--- config.mk ---
export PLATFORM = sky130hd
export DESIGN_NAME = swire_master
export DESIGN_NICKNAME = d
export VERILOG_FILES = /design/src/rtl/swire_pkg.sv /design/src/rtl/swire_sync.sv /design/src/rtl/swire_engine.sv /design/src/rtl/swire_master.sv
export SDC_FILE = /design/constraint.sdc
export NUM_CORES = 1
export LEC_CHECK = 0
export ABC_AREA = 1
export BUFFER_PORTS_ARGS = -buffer_cell sky130_fd_sc_hd__buf_2
export CAP_MARGIN = 20
export CORE_MARGIN = 10
export CORE_UTILIZATION = 55
export DETAILED_ROUTE_END_ITERATION = 10
export GPL_TIMING_DRIVEN = 0
export PLACE_DENSITY = 0.76
export SLEW_MARGIN = 25
export SYNTH_ARGS = -nofsm -noshare
export SYNTH_HDL_FRONTEND = slang
export SYNTH_SLANG_ARGS = --single-unit
--- constraint.sdc ---
create_clock -name clk -period 1.78 [get_ports clk]
set_clock_uncertainty 0.05 [all_clocks]
set_input_delay 0.178 -clock clk [delete_from_list [all_inputs] [get_ports clk]]
set_output_delay 0.178 -clock clk [all_outputs]
set_load 0.02 [all_outputs]
--- src/rtl/swire_pkg.sv ---
package swire_pkg;

    localparam int unsigned OFF_REV = 'h00;
    localparam int unsigned OFF_TXD = 'h04;
    localparam int unsigned OFF_RXD = 'h08;
    localparam int unsigned OFF_CTL = 'h0C;
    localparam int unsigned OFF_FLG = 'h10;
    localparam int unsigned OFF_CFG = 'h14;
    localparam int unsigned OFF_STS = 'h18;

    // control bit positions
    localparam int unsigned CB_DIR  = 1;
    localparam int unsigned CB_INIT = 2;
    localparam int unsigned CB_GO   = 4;
    localparam int unsigned CB_IE   = 6;
    localparam logic [7:0]  CTL_MASK = 8'h77;

    // configuration bit positions
    localparam int unsigned CFG_IDLE = 0;
    localparam int unsigned CFG_SRST = 1;

    typedef enum logic [1:0] {
        OP_TX  = 2'd0,
        OP_RX  = 2'd1,
        OP_BRK = 2'd2
    } op_e;

    typedef struct packed {
        logic tx;
        logic rx;
        logic brk;
        logic silent;
    } done_t;

endpackage

--- src/rtl/swire_sync.sv ---
module swire_sync #(
    parameter int STAGES = 2
) (
    input  logic clk,
    input  logic rst_n,
    input  logic d_in,
    output logic q_out
);
    logic [STAGES-1:0] chain_q;

    generate
        if (STAGES == 1) begin : g_one
            always_ff @(posedge clk or negedge rst_n) begin
                if (!rst_n) chain_q <= 1'b1;
                else        chain_q <= d_in;
            end
        end else begin : g_many
            always_ff @(posedge clk or negedge rst_n) begin
                if (!rst_n) chain_q <= '1;
                else        chain_q <= {chain_q[STAGES-2:0], d_in};
            end
        end
    endgenerate

    assign q_out = chain_q[STAGES-1];
endmodule

--- src/rtl/swire_engine.sv ---
module swire_engine
    import swire_pkg::*;
#(
    parameter int DATA_W   = 8,
    parameter int BRK_LOW  = 40,
    parameter int BRK_REC  = 20,
    parameter int CELL     = 30,
    parameter int LOW1     = 6,
    parameter int LOW0     = 22,
    parameter int RESP_WIN = 80
) (
    input  logic              clk,
    input  logic              rst_n,
    input  logic              start,
    input  op_e               op,
    input  logic [DATA_W-1:0] tx_byte,
    input  logic              abort,
    input  logic              line_s,
    output logic              line_oe,
    output logic              busy,
    output done_t             done,
    output logic [DATA_W-1:0] rx_byte
);
    localparam int CNT_W = $clog2(BRK_LOW + BRK_REC + CELL + RESP_WIN + 1);
    localparam int IDX_W = $clog2(DATA_W);
    localparam int HALF  = CELL / 2;

    typedef enum logic [2:0] {
        S_IDLE, S_BRK_LO, S_BRK_HI, S_TX_LO, S_TX_HI, S_RX_WAIT, S_RX_CELL
    } st_e;

    typedef struct packed {
        st_e               st;
        logic [CNT_W-1:0]  cnt;
        logic [IDX_W-1:0]  idx;
        logic [DATA_W-1:0] shreg;
        logic              line_prev;
        done_t             done;
    } eng_t;

    eng_t q, d;
    logic fall, last_bit;
    logic [CNT_W-1:0] low_last;

    always_comb begin
        d           = q;
        d.done      = '0;
        d.line_prev = line_s;
        fall        = q.line_prev & ~line_s;
        last_bit    = (q.idx == IDX_W'(DATA_W - 1));
        low_last    = q.shreg[0] ? CNT_W'(LOW1 - 1) : CNT_W'(LOW0 - 1);
        if (abort) begin
            d.st  = S_IDLE;
            d.cnt = '0;
        end else begin
            case (q.st)
                S_IDLE: if (start) begin
                    d.cnt = '0;
                    d.idx = '0;
                    case (op)
                        OP_TX:   begin d.st = S_TX_LO;   d.shreg = tx_byte; end
                        OP_RX:   begin d.st = S_RX_WAIT; d.shreg = '0;      end
                        default: d.st = S_BRK_LO;
                    endcase
                end
                S_BRK_LO: begin
                    if (q.cnt == CNT_W'(BRK_LOW - 1)) begin
                        d.st  = S_BRK_HI;
                        d.cnt = '0;
                    end else d.cnt = q.cnt + 1'b1;
                end
                S_BRK_HI: begin
                    if (q.cnt == CNT_W'(BRK_REC - 1)) begin
                        d.st       = S_IDLE;
                        d.done.brk = 1'b1;
                    end else d.cnt = q.cnt + 1'b1;
                end
                S_TX_LO: begin
                    d.cnt = q.cnt + 1'b1;
                    if (q.cnt == low_last) d.st = S_TX_HI;
                end
                S_TX_HI: begin
                    if (q.cnt == CNT_W'(CELL - 1)) begin
                        if (last_bit) begin
                            d.st      = S_IDLE;
                            d.done.tx = 1'b1;
                        end else begin
                            d.st    = S_TX_LO;
                            d.idx   = q.idx + 1'b1;
                            d.shreg = q.shreg >> 1;
                            d.cnt   = '0;
                        end
                    end else d.cnt = q.cnt + 1'b1;
                end
                S_RX_WAIT: begin
                    if (fall) begin
                        d.st  = S_RX_CELL;
                        d.cnt = '0;
                    end else if (q.cnt == CNT_W'(RESP_WIN - 1)) begin
                        d.st          = S_IDLE;
                        d.done.silent = 1'b1;
                    end else d.cnt = q.cnt + 1'b1;
                end
                S_RX_CELL: begin
                    if (q.cnt == CNT_W'(HALF)) begin
                        d.shreg = {line_s, q.shreg[DATA_W-1:1]};
                        d.cnt   = '0;
                        if (last_bit) begin
                            d.st      = S_IDLE;
                            d.done.rx = 1'b1;
                        end else begin
                            d.st  = S_RX_WAIT;
                            d.idx = q.idx + 1'b1;
                        end
                    end else d.cnt = q.cnt + 1'b1;
                end
                default: d.st = S_IDLE;
            endcase
        end
    end

    always_ff @(posedge clk or negedge rst_n) begin
        if (!rst_n) begin
            q           <= '0;
            q.line_prev <= 1'b1;
        end else begin
            q <= d;
        end
    end

    assign line_oe = (q.st == S_BRK_LO) || (q.st == S_TX_LO);
    assign busy    = (q.st != S_IDLE);
    assign done    = q.done;
    assign rx_byte = q.shreg;

    // the register side only launches an operation into an idle engine
    a_r10_start_when_idle: assert property (@(posedge clk) disable iff (!rst_n)
        start |-> (q.st == S_IDLE));
    // an operation ends with exactly one kind of completion
    a_r3_single_done: assert property (@(posedge clk) disable iff (!rst_n)
        $onehot0({done.tx, done.rx, done.brk, done.silent}));
    // an abort releases the wire on the next cycle
    a_r11_abort_release: assert property (@(posedge clk) disable iff (!rst_n)
        abort |=> !line_oe);
endmodule

--- src/rtl/swire_master.sv ---
module swire_master
    import swire_pkg::*;
#(
    parameter int ADDR_W     = 5,
    parameter int REV_MAJOR  = 1,
    parameter int REV_MINOR  = 2,
    parameter int BRK_LOW    = 40,
    parameter int BRK_REC    = 20,
    parameter int CELL       = 30,
    parameter int LOW1       = 6,
    parameter int LOW0       = 22,
    parameter int RESP_WIN   = 80,
    parameter int RST_CYCLES = 4,
    parameter int SYNC_STAGES = 2
) (
    input  logic              clk,
    input  logic              rst_n,
    input  logic              reg_sel,
    input  logic              reg_we,
    input  logic [ADDR_W-1:0] reg_addr,
    input  logic [7:0]        reg_wdata,
    output logic [7:0]        reg_rdata,
    output logic              irq,
    output logic              line_oe,
    input  logic              line_in
);
    localparam int RC_W = $clog2(RST_CYCLES + 1);

    typedef struct packed {
        logic [7:0]      ctl;
        logic [2:0]      flags;
        logic [7:0]      txd;
        logic [7:0]      rxd;
        logic            idle_en;
        logic [RC_W-1:0] rst_cnt;
        logic [7:0]      rdata;
    } regs_t;

    regs_t q, d;

    logic  line_s, busy, start, wr, rd, wr_ctl, clr_flags, srst;
    op_e   op;
    done_t done;
    logic  [7:0] rx_byte;
    logic  [2:0] set_flags;

    swire_sync #(.STAGES(SYNC_STAGES)) u_sync (
        .clk(clk), .rst_n(rst_n), .d_in(line_in), .q_out(line_s)
    );

    swire_engine #(
        .DATA_W(8), .BRK_LOW(BRK_LOW), .BRK_REC(BRK_REC), .CELL(CELL),
        .LOW1(LOW1), .LOW0(LOW0), .RESP_WIN(RESP_WIN)
    ) u_engine (
        .clk(clk), .rst_n(rst_n), .start(start), .op(op), .tx_byte(q.txd),
        .abort(srst), .line_s(line_s), .line_oe(line_oe), .busy(busy),
        .done(done), .rx_byte(rx_byte)
    );

    always_comb begin
        wr        = reg_sel & reg_we;
        rd        = reg_sel & ~reg_we;
        wr_ctl    = wr && (reg_addr == ADDR_W'(OFF_CTL));
        clr_flags = rd && (reg_addr == ADDR_W'(OFF_FLG));
        srst      = wr && (reg_addr == ADDR_W'(OFF_CFG)) && reg_wdata[CFG_SRST];
        start     = wr_ctl && reg_wdata[CB_GO] && !busy;
        op        = reg_wdata[CB_INIT] ? OP_BRK : (reg_wdata[CB_DIR] ? OP_RX : OP_TX);
        set_flags = {done.tx, done.rx, done.brk | done.silent};

        d = q;
        if (q.rst_cnt != '0) d.rst_cnt = q.rst_cnt - 1'b1;

        if (wr) begin
            case (int'(reg_addr))
                OFF_TXD: d.txd = reg_wdata;
                OFF_CTL: if (!busy) d.ctl = reg_wdata & CTL_MASK;
                OFF_CFG: d.idle_en = reg_wdata[CFG_IDLE];
                default: ;
            endcase
        end

        if (done.rx) d.rxd = rx_byte;
        if ((|set_flags) && q.ctl[CB_IE] && !wr_ctl) begin
            d.ctl[CB_GO]   = 1'b0;
            d.ctl[CB_INIT] = 1'b0;
        end
        d.flags = (clr_flags ? 3'b000 : q.flags) | set_flags;

        if (rd) begin
            case (int'(reg_addr))
                OFF_REV: d.rdata = {REV_MAJOR[3:0], REV_MINOR[3:0]};
                OFF_TXD: d.rdata = q.txd;
                OFF_RXD: d.rdata = q.rxd;
                OFF_CTL: d.rdata = q.ctl;
                OFF_FLG: d.rdata = {5'b0, q.flags};
                OFF_CFG: d.rdata = {7'b0, q.idle_en};
                OFF_STS: d.rdata = {7'b0, q.rst_cnt == '0};
                default: d.rdata = 8'h00;
            endcase
        end

        if (srst) begin
            d         = '0;
            d.rst_cnt = RC_W'(RST_CYCLES);
        end
    end

    always_ff @(posedge clk or negedge rst_n) begin
        if (!rst_n) begin
            q         <= '0;
            q.rst_cnt <= RC_W'(RST_CYCLES);
        end else begin
            q <= d;
        end
    end

    assign reg_rdata = q.rdata;
    assign irq       = q.ctl[CB_IE] & (|q.flags);

    // with interrupts on, completion drops go and initialise
    a_r6_self_clear: assert property (@(posedge clk) disable iff (!rst_n)
        ((|done) && q.ctl[CB_IE] && !reg_sel) |=> (!q.ctl[CB_GO] && !q.ctl[CB_INIT]));
    // with interrupts off, go survives completion
    a_r9_go_holds: assert property (@(posedge clk) disable iff (!rst_n)
        ((|done) && !q.ctl[CB_IE] && q.ctl[CB_GO] && !reg_sel) |=> q.ctl[CB_GO]);
    // a flag read with nothing new arriving leaves all flags clear
    a_r7_clear_on_read: assert property (@(posedge clk) disable iff (!rst_n)
        (clr_flags && !(|done)) |=> (q.flags == 3'b000));
    // soft reset drops reset-done and releases the wire
    a_r11_soft_reset: assert property (@(posedge clk) disable iff (!rst_n)
        srst |=> (q.rst_cnt != '0 && !line_oe && q.ctl == 8'h00));
    // interrupt never raised without the enable
    a_r8_irq_gated: assert property (@(posedge clk) disable iff (!rst_n)
        $rose(irq) |-> q.ctl[CB_IE]);
endmodule

==> run metrics <==
synthesized area between 0.003 and 0.004 mm2; failing checks setup timing; setup ws final -0.02568 ns; hold crit path type in2reg; TritonCTS clock tree yes; I/O Buffers 27; number of global-route vias before repair about 3.6k; GR Util met3 0.05019; Post-Route Utilization 0.6901; ANT nets after route 0; clk slew on worst S/H paths 0.09 ns; drt total wl 10.55 mm; Data arrival, critical path roughly 2 ns; Core ar. 0.006794 mm2; post-DP HPWL 7.281 mm; P&R area growth vs syn 21.97%; RSZ-0062 raised after global routing true; largest net degree at the start of global routing 45; clk_lat worst skew about 0.36 ns; maximum root-to-sink buffer count 2; dpl ws -0.1434 ns; pwr dens approximately 1200 mW/mm2; post-synthesis register bit count 66; Final Max Tran Viols 0; global-route wire length before repair 17.35 mm; DR vias/cell 5.476; Crit Path Max Fanout 5; 1st-iter DRT viols 282; worst path required time 2.03 ns; cells after synthesis 542; Hold Vio Cnt, Final 0; Clock power frac 0.260; drt drc 0; post-synth top area share 0.4036; gpl congestion 0.9558; ant diodes 0; Mapped Nets 566; design area about 0.0047 mm2; grt ovf 0; Post-DP Area 0.004129 mm2; top post-synthesis cells by area dfrtp_1, nand2_1, inv_1, nor2_1, o21ai_0; via count 3844; final critical-path share of the clock period 1.014; initial antenna violation count 0; Internal Pwr Total 3.373 mW; fin cells 702; share of layout cells above drive strength 1 0.2277; # placed instances 666; final number of setup-violating endpoints 8; root buffer cell clkbuf_8; Pwr Total roughly 5.7 mW; Worst Setup End Kind flip-flop; Top FF cell, synth dfrtp_1; met1 GRT Util 0.2558; number of cell rows 30; post-layout minimum cycle time 1.806 ns; CTS H-Tree Depth 3; Tot GR Track Use 0.1938; Max rail drop VDD just under 0.8 mV; die area 0.01073 mm2; Seq pwr share 0.357; Setup TNS -0.09229 ns; slew margin rel. 0.6830; Net Switching approximately 2.3 mW; outcome finished, violations left; Most Crowded Layer GR met2; I/O pins 28; Sink Count 66; Seq/Total Area, Yosys 0.4310; sw frac 0.4092; Fmax 0.5538 GHz; CP Launch Type flip-flop; FFs w/ async S/R, synth 1.000; iteration count of the initial detailed-routing pass 5; TritonCTS Buffers 9; WL/cell approximately 15 um; hold slack final ~0.044 ns; Die Y 103.6 um; Crit Path Category reg2reg; met2 usage 0.3014; warnings from Yosys 0; combinational share of power 0.383; number of synthesized flops with an enable pin 0; max_cap viols 0; Worst-Margin Slew 0.4755 ns; initial cell density of the core 0.5657; Die Width 103.6 um; # fillers roughly 550; fin nets between 600 and 700; syn avg cell area a little over 7 um2; Yosys cell types 35; Synth area leader dfrtp_1; Leak Pwr 2.575 nW
-- layout by cell type, fill, tap and decap left out, types with 10 or more instances in the layout --
cell	count
nand2_1	153
inv_1	70
dfrtp_1	58
nor2_1	54
o21ai_0	35
buf_2	31
nand3_1	28
buf_4	23
a21oi_1	17
nand2_2	12
nor2_2	11
nand4_1	10
a31oi_1	10
-- final timing paths --
kind	from	to	slack, ns	cells after the start
worst max-delay path	u_engine.q[17]	u_engine.rx_byte[1]	-0.03	12
worst min-delay path	reg_wdata[4]	q[24]	0.04	3
worst max register to register	u_engine.q[17]	u_engine.rx_byte[1]	-0.03	12
worst min register to register	u_sync.chain_q[0]	u_sync.chain_q[1]	0.32	0
max in group asynchronous	rst_n	u_engine.done[2]	0.94	3
min in group asynchronous	rst_n	q[37]	0.21	2
-- layout make-up --
type	instances	area (um2)	share of cell area
well taps	96	120.1	0.02562
repair buffers	46	310.3	0.06619
clock inverters	7	102.6	0.02188
clock buffers	9	123.9	0.02642
inverters	78	295.3	0.06298
flip-flops and latches	66	1662	0.3544
plain buffers	16	100.1	0.02135
multi-input cells	384	1974	0.4211
-- synthesized netlist by cell type (all sizes together) (2+ instances only) --
| cell | count |
|---|---|
| a21oi | 17 |
| a31oi | 10 |
| buf | 14 |
| clkbuf | 2 |
| dfrtp | 62 |
| dfstp | 4 |
| ha | 6 |
| inv | 78 |
| nand2 | 169 |
| nand3 | 34 |
| nand3b | 2 |
| nand4 | 10 |
| nor2 | 71 |
| nor3 | 8 |
| o21ai | 44 |
| o22ai | 4 |
-- timing repair --
action | 4_1_cts | 5_1_grt
resized for setup | 15 | 41
hold endpoints to repair | 27 | 0
buffers inserted | 9 | 5
hold buffers | 4 | 0
setup endpoints to repair | 24 | 27
gates cloned | 2 | 0
pin swaps | 3 | 14
-- sequential cells by signal, summed over array words and instances (netlist names) --
| name | cells |
|---|---|
| q | 29 |
| u_engine.q | 15 |
| reg_rdata | 8 |
| u_engine.rx_byte | 8 |
| u_engine.done | 4 |
| u_sync.chain_q | 2 |
-- cell families after synthesis --
family / Yosys count / synth area share
and+or+nand+nor: 296 / 0.3337
buffers and inverters: 94 / 0.1016
AOI/OAI and AO/OA: 78 / 0.1097
DFF: 66 / 0.4310
adders and majority gates: 6 / 0.01953
xor gates and xnor gates: 2 / 0.004558
-- worst max-delay path: stages, from the launching register on --
cell and delay, ns:
dfrtp_1 0.45, inv_2 0.10, ha_4 0.14, nand2_2 0.05
nor2_2 0.12, nand2_2 0.10, nand2_4 0.10, nand2_4 0.07
inv_4 0.09, nand3_4 0.14, nor2_4 0.17, nand2_1 0.08
nand2_1 0.06
-- power groups by stage --
stage / Combinational [mW] / Sequential, mW / Clock [mW]
2_1_floorplan: 1.30 / 1.95 / 0
3_3_place_gp: 1.64 / 2.02 / 0
3_5_place_dp: 1.71 / 2.02 / 0
4_1_cts: 1.96 / 2.00 / 1.48
5_1_grt: 2.44 / 2.08 / 1.55
6_report: 2.19 / 2.04 / 1.48
-- per-layer routing --
metal / vias to the layer above / wire length, um
li1: 1848 / -
met1: 1772 / 4566
met2: 200 / 4883
met3: 24 / 929
met4: 0 / 172
met5: - / 0
Power figures use the tool's default switching activity.
